`src/rtl/spi_core_pkg.sv`:
```
package spi_core_pkg;

    localparam int unsigned BRR_FLOOR = 3;

    typedef enum logic [1:0] {
        MS_IDLE = 2'd0,
        MS_RUN  = 2'd1,
        MS_TAIL = 2'd2
    } mst_state_e;

    typedef struct packed {
        logic lvl;      // serial clock level for the current count
        logic smp_pt;   // count at which the rising edge happens next
        logic bit_end;  // last count of the bit period
    } baud_tick_t;

    function automatic logic [15:0] bit_period(input logic [15:0] brr);
        logic [15:0] eff;
        eff = (brr < 16'(BRR_FLOOR)) ? 16'(BRR_FLOOR) : brr;
        return eff + 16'd1;
    endfunction

endpackage

```
`src/rtl/spi_baud_gen.sv`:
```
module spi_baud_gen
    import spi_core_pkg::*;
#(
    parameter int BRR_W = 7
) (
    input  logic             clk,
    input  logic             rst,
    input  logic             run,
    input  logic             restart,
    input  logic [BRR_W-1:0] brr,
    output baud_tick_t       tick
);
    localparam int CW = BRR_W + 1;

    logic [CW-1:0] cnt;
    logic [CW-1:0] period;
    logic [CW-1:0] half;

    always_comb begin
        period       = CW'(bit_period(16'(brr)));
        half         = period >> 1;
        tick.bit_end = run && (cnt == period - 1'b1);
        tick.smp_pt  = run && (cnt == half - 1'b1);
        tick.lvl     = run && (cnt >= half);
    end

    always_ff @(posedge clk) begin
        if (rst || !run || restart)
            cnt <= '0;
        else if (tick.bit_end)
            cnt <= '0;
        else
            cnt <= cnt + 1'b1;
    end

endmodule

```
`src/rtl/spi_shift_engine.sv`:
```
module spi_shift_engine
    import spi_core_pkg::*;
#(
    parameter int DW    = 16,
    parameter int LEN_W = 4
) (
    input  logic             clk,
    input  logic             rst,
    input  logic             cfg_master,
    input  logic [LEN_W-1:0] cfg_len,
    input  logic             ld_en,
    input  logic [DW-1:0]    ld_data,
    input  logic             hold_full,
    input  logic [DW-1:0]    hold_data,
    output logic             hold_take,
    input  baud_tick_t       tick,
    output logic             run,
    output logic             restart,
    output logic             can_start,
    input  logic             sclk_i,
    input  logic             mosi_i,
    input  logic             miso_i,
    input  logic             ss_n_i,
    output logic             sclk_o,
    output logic             mosi_o,
    output logic             miso_o,
    output logic             ss_n_o,
    output logic             busy,
    output logic             done,
    output logic [DW-1:0]    done_data
);
    mst_state_e       state;
    logic [DW-1:0]    sr;
    logic [LEN_W-1:0] bitcnt;
    logic             smp;
    logic [2:0]       sck_q;
    logic [1:0]       mosi_q;
    logic [1:0]       ss_q;

    logic s_rise, s_fall, s_sel;
    logic shift_ev, sample_ev, sample_src, last;

    always_comb begin
        s_rise     = sck_q[1] & ~sck_q[2];
        s_fall     = ~sck_q[1] & sck_q[2];
        s_sel      = ~ss_q[1];
        run        = cfg_master && (state != MS_IDLE);
        can_start  = cfg_master && (state != MS_RUN);
        restart    = ld_en && can_start;
        shift_ev   = cfg_master ? (state == MS_RUN && tick.bit_end) : (s_sel && s_fall);
        sample_ev  = cfg_master ? (state == MS_RUN && tick.smp_pt) : (s_sel && s_rise);
        sample_src = cfg_master ? miso_i : mosi_q[1];
        last       = (bitcnt == cfg_len);
        done       = shift_ev && last;
        done_data  = {sr[DW-2:0], smp};
        hold_take  = done && hold_full;
        sclk_o     = cfg_master && (state == MS_RUN) && tick.lvl;
        mosi_o     = cfg_master & sr[DW-1];
        miso_o     = ~cfg_master & sr[DW-1];
        ss_n_o     = ~run;
        busy       = cfg_master ? (state != MS_IDLE) : s_sel;
    end

    // slave-side input synchronisers
    always_ff @(posedge clk) begin
        if (rst) begin
            sck_q  <= '0;
            mosi_q <= '0;
            ss_q   <= '1;
        end else begin
            sck_q  <= {sck_q[1:0], sclk_i};
            mosi_q <= {mosi_q[0], mosi_i};
            ss_q   <= {ss_q[0], ss_n_i};
        end
    end

    always_ff @(posedge clk) begin
        if (rst) begin
            sr  <= '0;
            smp <= 1'b0;
        end else begin
            if (sample_ev)
                smp <= sample_src;
            if (ld_en)
                sr <= ld_data;
            else if (hold_take)
                sr <= hold_data;
            else if (shift_ev)
                sr <= done_data;
        end
    end

    always_ff @(posedge clk) begin
        if (rst)
            bitcnt <= '0;
        else if ((!cfg_master && !s_sel) || restart)
            bitcnt <= '0;
        else if (shift_ev)
            bitcnt <= last ? '0 : bitcnt + 1'b1;
    end

    always_ff @(posedge clk) begin
        if (rst || !cfg_master) begin
            state <= MS_IDLE;
        end else begin
            case (state)
                MS_IDLE: if (restart) state <= MS_RUN;
                MS_RUN:  if (done && !hold_full) state <= MS_TAIL;
                MS_TAIL: begin
                    if (restart)
                        state <= MS_RUN;
                    else if (tick.bit_end)
                        state <= MS_IDLE;
                end
                default: state <= MS_IDLE;
            endcase
        end
    end

endmodule

```
`src/rtl/spi_host_regs.sv`:
```
module spi_host_regs #(
    parameter int DW = 16
) (
    input  logic          clk,
    input  logic          rst,
    input  logic          txh_wr,
    input  logic [DW-1:0] txh_wdata,
    input  logic          txh_direct,
    input  logic          hold_take,
    output logic          hold_full,
    output logic [DW-1:0] hold_data,
    input  logic          done,
    input  logic [DW-1:0] done_data,
    input  logic          rxb_rd,
    input  logic          ovr_clr,
    input  logic          int_en,
    output logic [DW-1:0] rxb_data,
    output logic          int_flag,
    output logic          ovr_flag,
    output logic          irq
);
    always_ff @(posedge clk) begin
        if (rst) begin
            hold_full <= 1'b0;
            hold_data <= '0;
        end else if (txh_wr && !txh_direct) begin
            hold_full <= 1'b1;
            hold_data <= txh_wdata;
        end else if (hold_take) begin
            hold_full <= 1'b0;
        end
    end

    always_ff @(posedge clk) begin
        if (rst) begin
            rxb_data <= '0;
            int_flag <= 1'b0;
            ovr_flag <= 1'b0;
        end else begin
            if (done) begin
                rxb_data <= done_data;
                int_flag <= 1'b1;
            end else if (rxb_rd) begin
                int_flag <= 1'b0;
            end
            if (done && int_flag && !rxb_rd)
                ovr_flag <= 1'b1;
            else if (ovr_clr)
                ovr_flag <= 1'b0;
        end
    end

    assign irq = int_flag & int_en;

endmodule

```
`src/rtl/spi_shift_core.sv`:
```
module spi_shift_core
    import spi_core_pkg::*;
#(
    parameter int DW    = 16,
    parameter int BRR_W = 7
) (
    input  logic             clk,
    input  logic             rst,
    input  logic             cfg_master,
    input  logic [$clog2(DW)-1:0] cfg_len,
    input  logic [BRR_W-1:0] cfg_brr,
    input  logic             int_en,
    input  logic             dat_wr,
    input  logic [DW-1:0]    dat_wdata,
    input  logic             txh_wr,
    input  logic [DW-1:0]    txh_wdata,
    input  logic             rxb_rd,
    input  logic             ovr_clr,
    output logic [DW-1:0]    rxb_data,
    output logic             int_flag,
    output logic             ovr_flag,
    output logic             irq,
    output logic             txh_full,
    output logic             busy,
    output logic             sclk_o,
    output logic             mosi_o,
    output logic             ss_n_o,
    output logic             miso_o,
    input  logic             sclk_i,
    input  logic             mosi_i,
    input  logic             miso_i,
    input  logic             ss_n_i
);
    localparam int LEN_W = $clog2(DW);

    baud_tick_t    tick;
    logic          run, restart, can_start;
    logic          txh_direct, ld_en;
    logic [DW-1:0] ld_data;
    logic [DW-1:0] hold_data;
    logic          hold_take;
    logic          done;
    logic [DW-1:0] done_data;

    always_comb begin
        txh_direct = txh_wr && can_start && !dat_wr;
        ld_en      = dat_wr || txh_direct;
        ld_data    = dat_wr ? dat_wdata : txh_wdata;
    end

    spi_baud_gen #(.BRR_W(BRR_W)) u_baud (
        .clk     (clk),
        .rst     (rst),
        .run     (run),
        .restart (restart),
        .brr     (cfg_brr),
        .tick    (tick)
    );

    spi_shift_engine #(.DW(DW), .LEN_W(LEN_W)) u_eng (
        .clk       (clk),
        .rst       (rst),
        .cfg_master(cfg_master),
        .cfg_len   (cfg_len),
        .ld_en     (ld_en),
        .ld_data   (ld_data),
        .hold_full (txh_full),
        .hold_data (hold_data),
        .hold_take (hold_take),
        .tick      (tick),
        .run       (run),
        .restart   (restart),
        .can_start (can_start),
        .sclk_i    (sclk_i),
        .mosi_i    (mosi_i),
        .miso_i    (miso_i),
        .ss_n_i    (ss_n_i),
        .sclk_o    (sclk_o),
        .mosi_o    (mosi_o),
        .miso_o    (miso_o),
        .ss_n_o    (ss_n_o),
        .busy      (busy),
        .done      (done),
        .done_data (done_data)
    );

    spi_host_regs #(.DW(DW)) u_regs (
        .clk       (clk),
        .rst       (rst),
        .txh_wr    (txh_wr),
        .txh_wdata (txh_wdata),
        .txh_direct(txh_direct),
        .hold_take (hold_take),
        .hold_full (txh_full),
        .hold_data (hold_data),
        .done      (done),
        .done_data (done_data),
        .rxb_rd    (rxb_rd),
        .ovr_clr   (ovr_clr),
        .int_en    (int_en),
        .rxb_data  (rxb_data),
        .int_flag  (int_flag),
        .ovr_flag  (ovr_flag),
        .irq       (irq)
    );

endmodule

```
`config.mk`:
```
export PLATFORM = sky130hd
export DESIGN_NAME = spi_shift_core
export DESIGN_NICKNAME = d
export VERILOG_FILES = /design/src/rtl/spi_core_pkg.sv /design/src/rtl/spi_baud_gen.sv /design/src/rtl/spi_shift_engine.sv /design/src/rtl/spi_host_regs.sv /design/src/rtl/spi_shift_core.sv
export SDC_FILE = /design/constraint.sdc
export NUM_CORES = 1
export LEC_CHECK = 0
export ABC_CLOCK_PERIOD_IN_PS = 8010
export BUFFER_PORTS_ARGS = -buffer_cell sky130_fd_sc_hd__buf_2
export CELL_PAD_IN_SITES_DETAIL_PLACEMENT = 0
export CELL_PAD_IN_SITES_GLOBAL_PLACEMENT = 1
export CORE_AREA = 3 3 91 136
export DETAILED_ROUTE_END_ITERATION = 12
export DIE_AREA = 0 0 94 139
export PLACE_DENSITY_LB_ADDON = 0.1
export SLEW_MARGIN = 20
export SYNTH_ARGS = -nofsm -noshare
export SYNTH_HDL_FRONTEND = slang
export SYNTH_HIERARCHICAL = 1
export SYNTH_SLANG_ARGS = --single-unit
```
`constraint.sdc`:
```
create_clock -name clk -period 8.01 [get_ports clk]
set_clock_uncertainty 0.1 [all_clocks]
set_input_delay 0.801 -clock clk [delete_from_list [all_inputs] [get_ports clk]]
set_output_delay 0.801 -clock clk [all_outputs]
set_load 0.005 [all_outputs]
```
==> results.json <==
{
  "status": "completed",
  "post_synth.cell_area_avg_um2": 9.00,
  "yosys_warnings": 6,
  "row_count": 48,
  "synth_xor_area_frac": 0.0550,
  "die_x_um": 94,
  "tns_ps": 0,
  "synthAdderAreaFrac": 0.0298,
  "yosysUniqueCellTypes": 78,
  "synth.mux.area_fraction": 0.0798,
  "fillers": 1142,
  "slew_headroom": 0.335,
  "path_clk_slew_ps": 50,
  "max_freq_ghz": 0.168,
  "grt_setup_unrepaired": "no",
  "max_stage_delay_ps": 670,
  "grt_max_degree": 76,
  "core_area_mm2": 0.0114,
  "cts_tree": "yes",
  "worstSetupPathType": "in -> reg",
  "grt-ovfl-total": 0,
  "routedWlPerCell_um": 18.6,
  "cp_slowest_cell": "a2111oi_4",
  "cp-start-kind": "input port",
  "cp.required_ps": 8150,
  "synth-edff-count": 0,
  "htree_levels": 3,
  "dpl.hpwl_um": 10300,
  "wl_um": 13900,
  "dieArea_mm2": 0.0131,
  "crit_chain": "buf_2 > or3_4 > nor3_1 > or2_2 > ha_1 > xor2_1 > inv_1 > ha_1 > o311ai_4 > nand2_1 > nor4b_1 > nor4_1 > a2111oi_4 > and4b_1 > o211ai_2 > or2_1 > o221ai_1",
  "postCtsSetupRepairBufs": 0,
  "worstMarginPinSlew_ps": 994,
  "io_buffers": 79,
  "hold_violations": 0,
  "p_leak_uw": 0.00213,
  "area_growth_pct": 10.5,
  "cp.arrival_ps": 6080,
  "first_pass_iters": 5,
  "num_io_pins": 80,
  "ant_nets": 0,
  "setup_viol": 0,
  "first_global_vias": 4145,
  "num_vias": 4309,
  "gp_congestion": 0.939,
  "syn_inst": 559,
  "drv_slew": 0,
  "start_util": 0.441,
  "final_area_mm2": 0.00556,
  "synth-seq-cells": 73,
  "ir_drop_v": 0.0000998,
  "grt_use_total": 0.212,
  "cap_violations": 0,
  "worstHoldPathType": "reg -> reg",
  "synth_top_family_by_area": "simple AND/OR/NAND/NOR gates",
  "yosysTopAreaCell": "dfxtp_1",
  "p_per_area_mw_per_mm2": 172,
  "grt_pass1_wl_um": 21800,
  "netlist_area_mm2": 0.00503,
  "post-route-period-util": 0.742,
  "yosys.area_share.simple": 0.262,
  "synthArstFlopShare": 0,
  "via_per_inst": 5.78,
  "hold_buffers": 0,
  "drive_gt1_frac": 0.230,
  "crit_fanout": 24,
  "synth_top_area_frac": 0.290,
  "place_area_mm2": 0.00524,
  "ctsResizeCount": 0,
  "synth_seq_area_share": 0.290,
  "synth_area_leaders": "dfxtp_1, mux2i_1, nand4bb_1",
  "ys.flop_type": "dfxtp_1",
  "antenna_found_initial": 0,
  "drt-initial-drc-count": 206,
  "remaining_drc_errors": 0,
  "syn-num-nets": 626,
  "cts_made_buffers": 9,
  "cts.sinks": 73,
  "final_nets": 658,
  "die_h_um": 139,
  "clock_latency_ps": 330,
  "cts-root-buf": "clkbuf_16",
  "clk_path_buf_depth": 2,
  "crit_path_end_kind": "flop",
  "synth-compound-area-share": 0.191,
  "crit_top_cell": "ha_1",
  "period_needed_ps": 5940,
  "diodes": 0
}
-- final timing paths --
| path | from | end | slack, ps | cells after the start |
|---|---|---|---|---|
| hold reg to reg | u_eng/ss_q[0] | u_eng/ss_q[1] | 310 | 1 |
| setup reg to reg | u_baud/cnt[0] | u_eng/sr[10] | 4040 | 10 |
| hold / removal | u_eng/ss_q[0] | u_eng/ss_q[1] | 310 | 1 |
| setup / recovery | cfg_brr[4] | u_eng/sr[10] | 2070 | 17 |
-- cells in the final DEF (no fill, tap or decap), types with 9 or more instances in the layout --
cell and instances:
nand3_1 25, mux2i_1 18, o2111ai_1 11, nor2b_1 11, nor3_1 11, xor2_1 9
clkbuf_16 9, and2_1 15, nand2_1 22, dfxtp_1 73, nand2b_1 25, o21ai_0 15
a21oi_1 13, nor2_1 32, o221ai_1 11, nand4bb_1 16, buf_2 79, inv_1 16
xnor2_1 20, a31oi_1 9, mux2_2 9, o21ai_1 15, ha_1 12
-- layout make-up --
cell class,count,area (um2),share of cell area
tap,150,188,0.0338
multi-input combinational,409,3110,0.560
inverter,17,63.8,0.0115
clock inverter,2,60.1,0.0108
sequential,73,1460,0.263
clock buffer,14,264,0.0475
timing repair buffer,81,410,0.0738
-- metrics by stage --
step	cells	utilization	power (uW)	hold WS, ps	setup slack (ps)
2_1_floorplan	559	-	502	289	2710
3_3_place_gp	730	0.459	533	291	2080
3_5_place_dp	730	0.459	535	299	1870
4_1_cts	746	0.487	967	312	2210
5_1_grt	746	0.487	997	332	1770
6_report	746	0.487	958	309	2070
-- synthesized netlist by cell type (13+ instances only) --
library cell / count
nand4bb_1: 16
nand2_1: 22
clkbuf_1: 17
nand3_1: 25
and2_1: 15
buf_4: 22
inv_1: 16
a21oi_1: 13
nand2b_1: 25
dfxtp_1: 73
o21ai_0: 15
xnor2_1: 20
nor2_1: 32
o21ai_1: 15
mux2i_1: 18
-- sequential cells by signal (all words and copies together) (netlist names), 2 cells and up --
name and cells:
u_eng/sr 16, u_regs/hold_data 16, u_regs/rxb_data 16, u_baud/cnt 8
u_eng/bitcnt 4, u_eng/sck_q 3, u_eng/mosi_q 2, u_eng/ss_q 2
u_eng/state 2
-- cell families (layout without fill, tap and decap cells) --
logic type	Yosys count	after routing
simple gates	209	209
compound gates	123	123
buf+inv	77	114
flops	73	73
mux	35	35
xor+xnor	30	30
fa+ha+maj	12	12
-- layer usage --
metal | vias up | share of wire | GRT usage
met4 | 0 | 0.044 | 0.107
met5 | - | 0 | 0
met2 | 148 | 0.56 | 0.403
met1 | 2008 | 0.36 | 0.218
li1 | 2112 | - | -
met3 | 41 | 0.039 | 0.0309
-- power by group --
group	total [uW]	leakage [uW]	switching [uW]	internal [uW]
Sequential	391	0.000597	13.2	378
Clock	430	0.000157	141	290
Combinational	137	0.00138	76.8	60.2
Total	958	0.00213	231	728
-- worst max-delay path: cells and delay by family --
kind | cells | cell delay, ps
and+or+nand+nor | 8 | 2610
AOI/OAI and AO/OA | 4 | 1480
adders and majority gates | 2 | 530
buffers and inverters | 2 | 340
xor gates and xnor gates | 1 | 310
(Power assumes the default switching activity.)
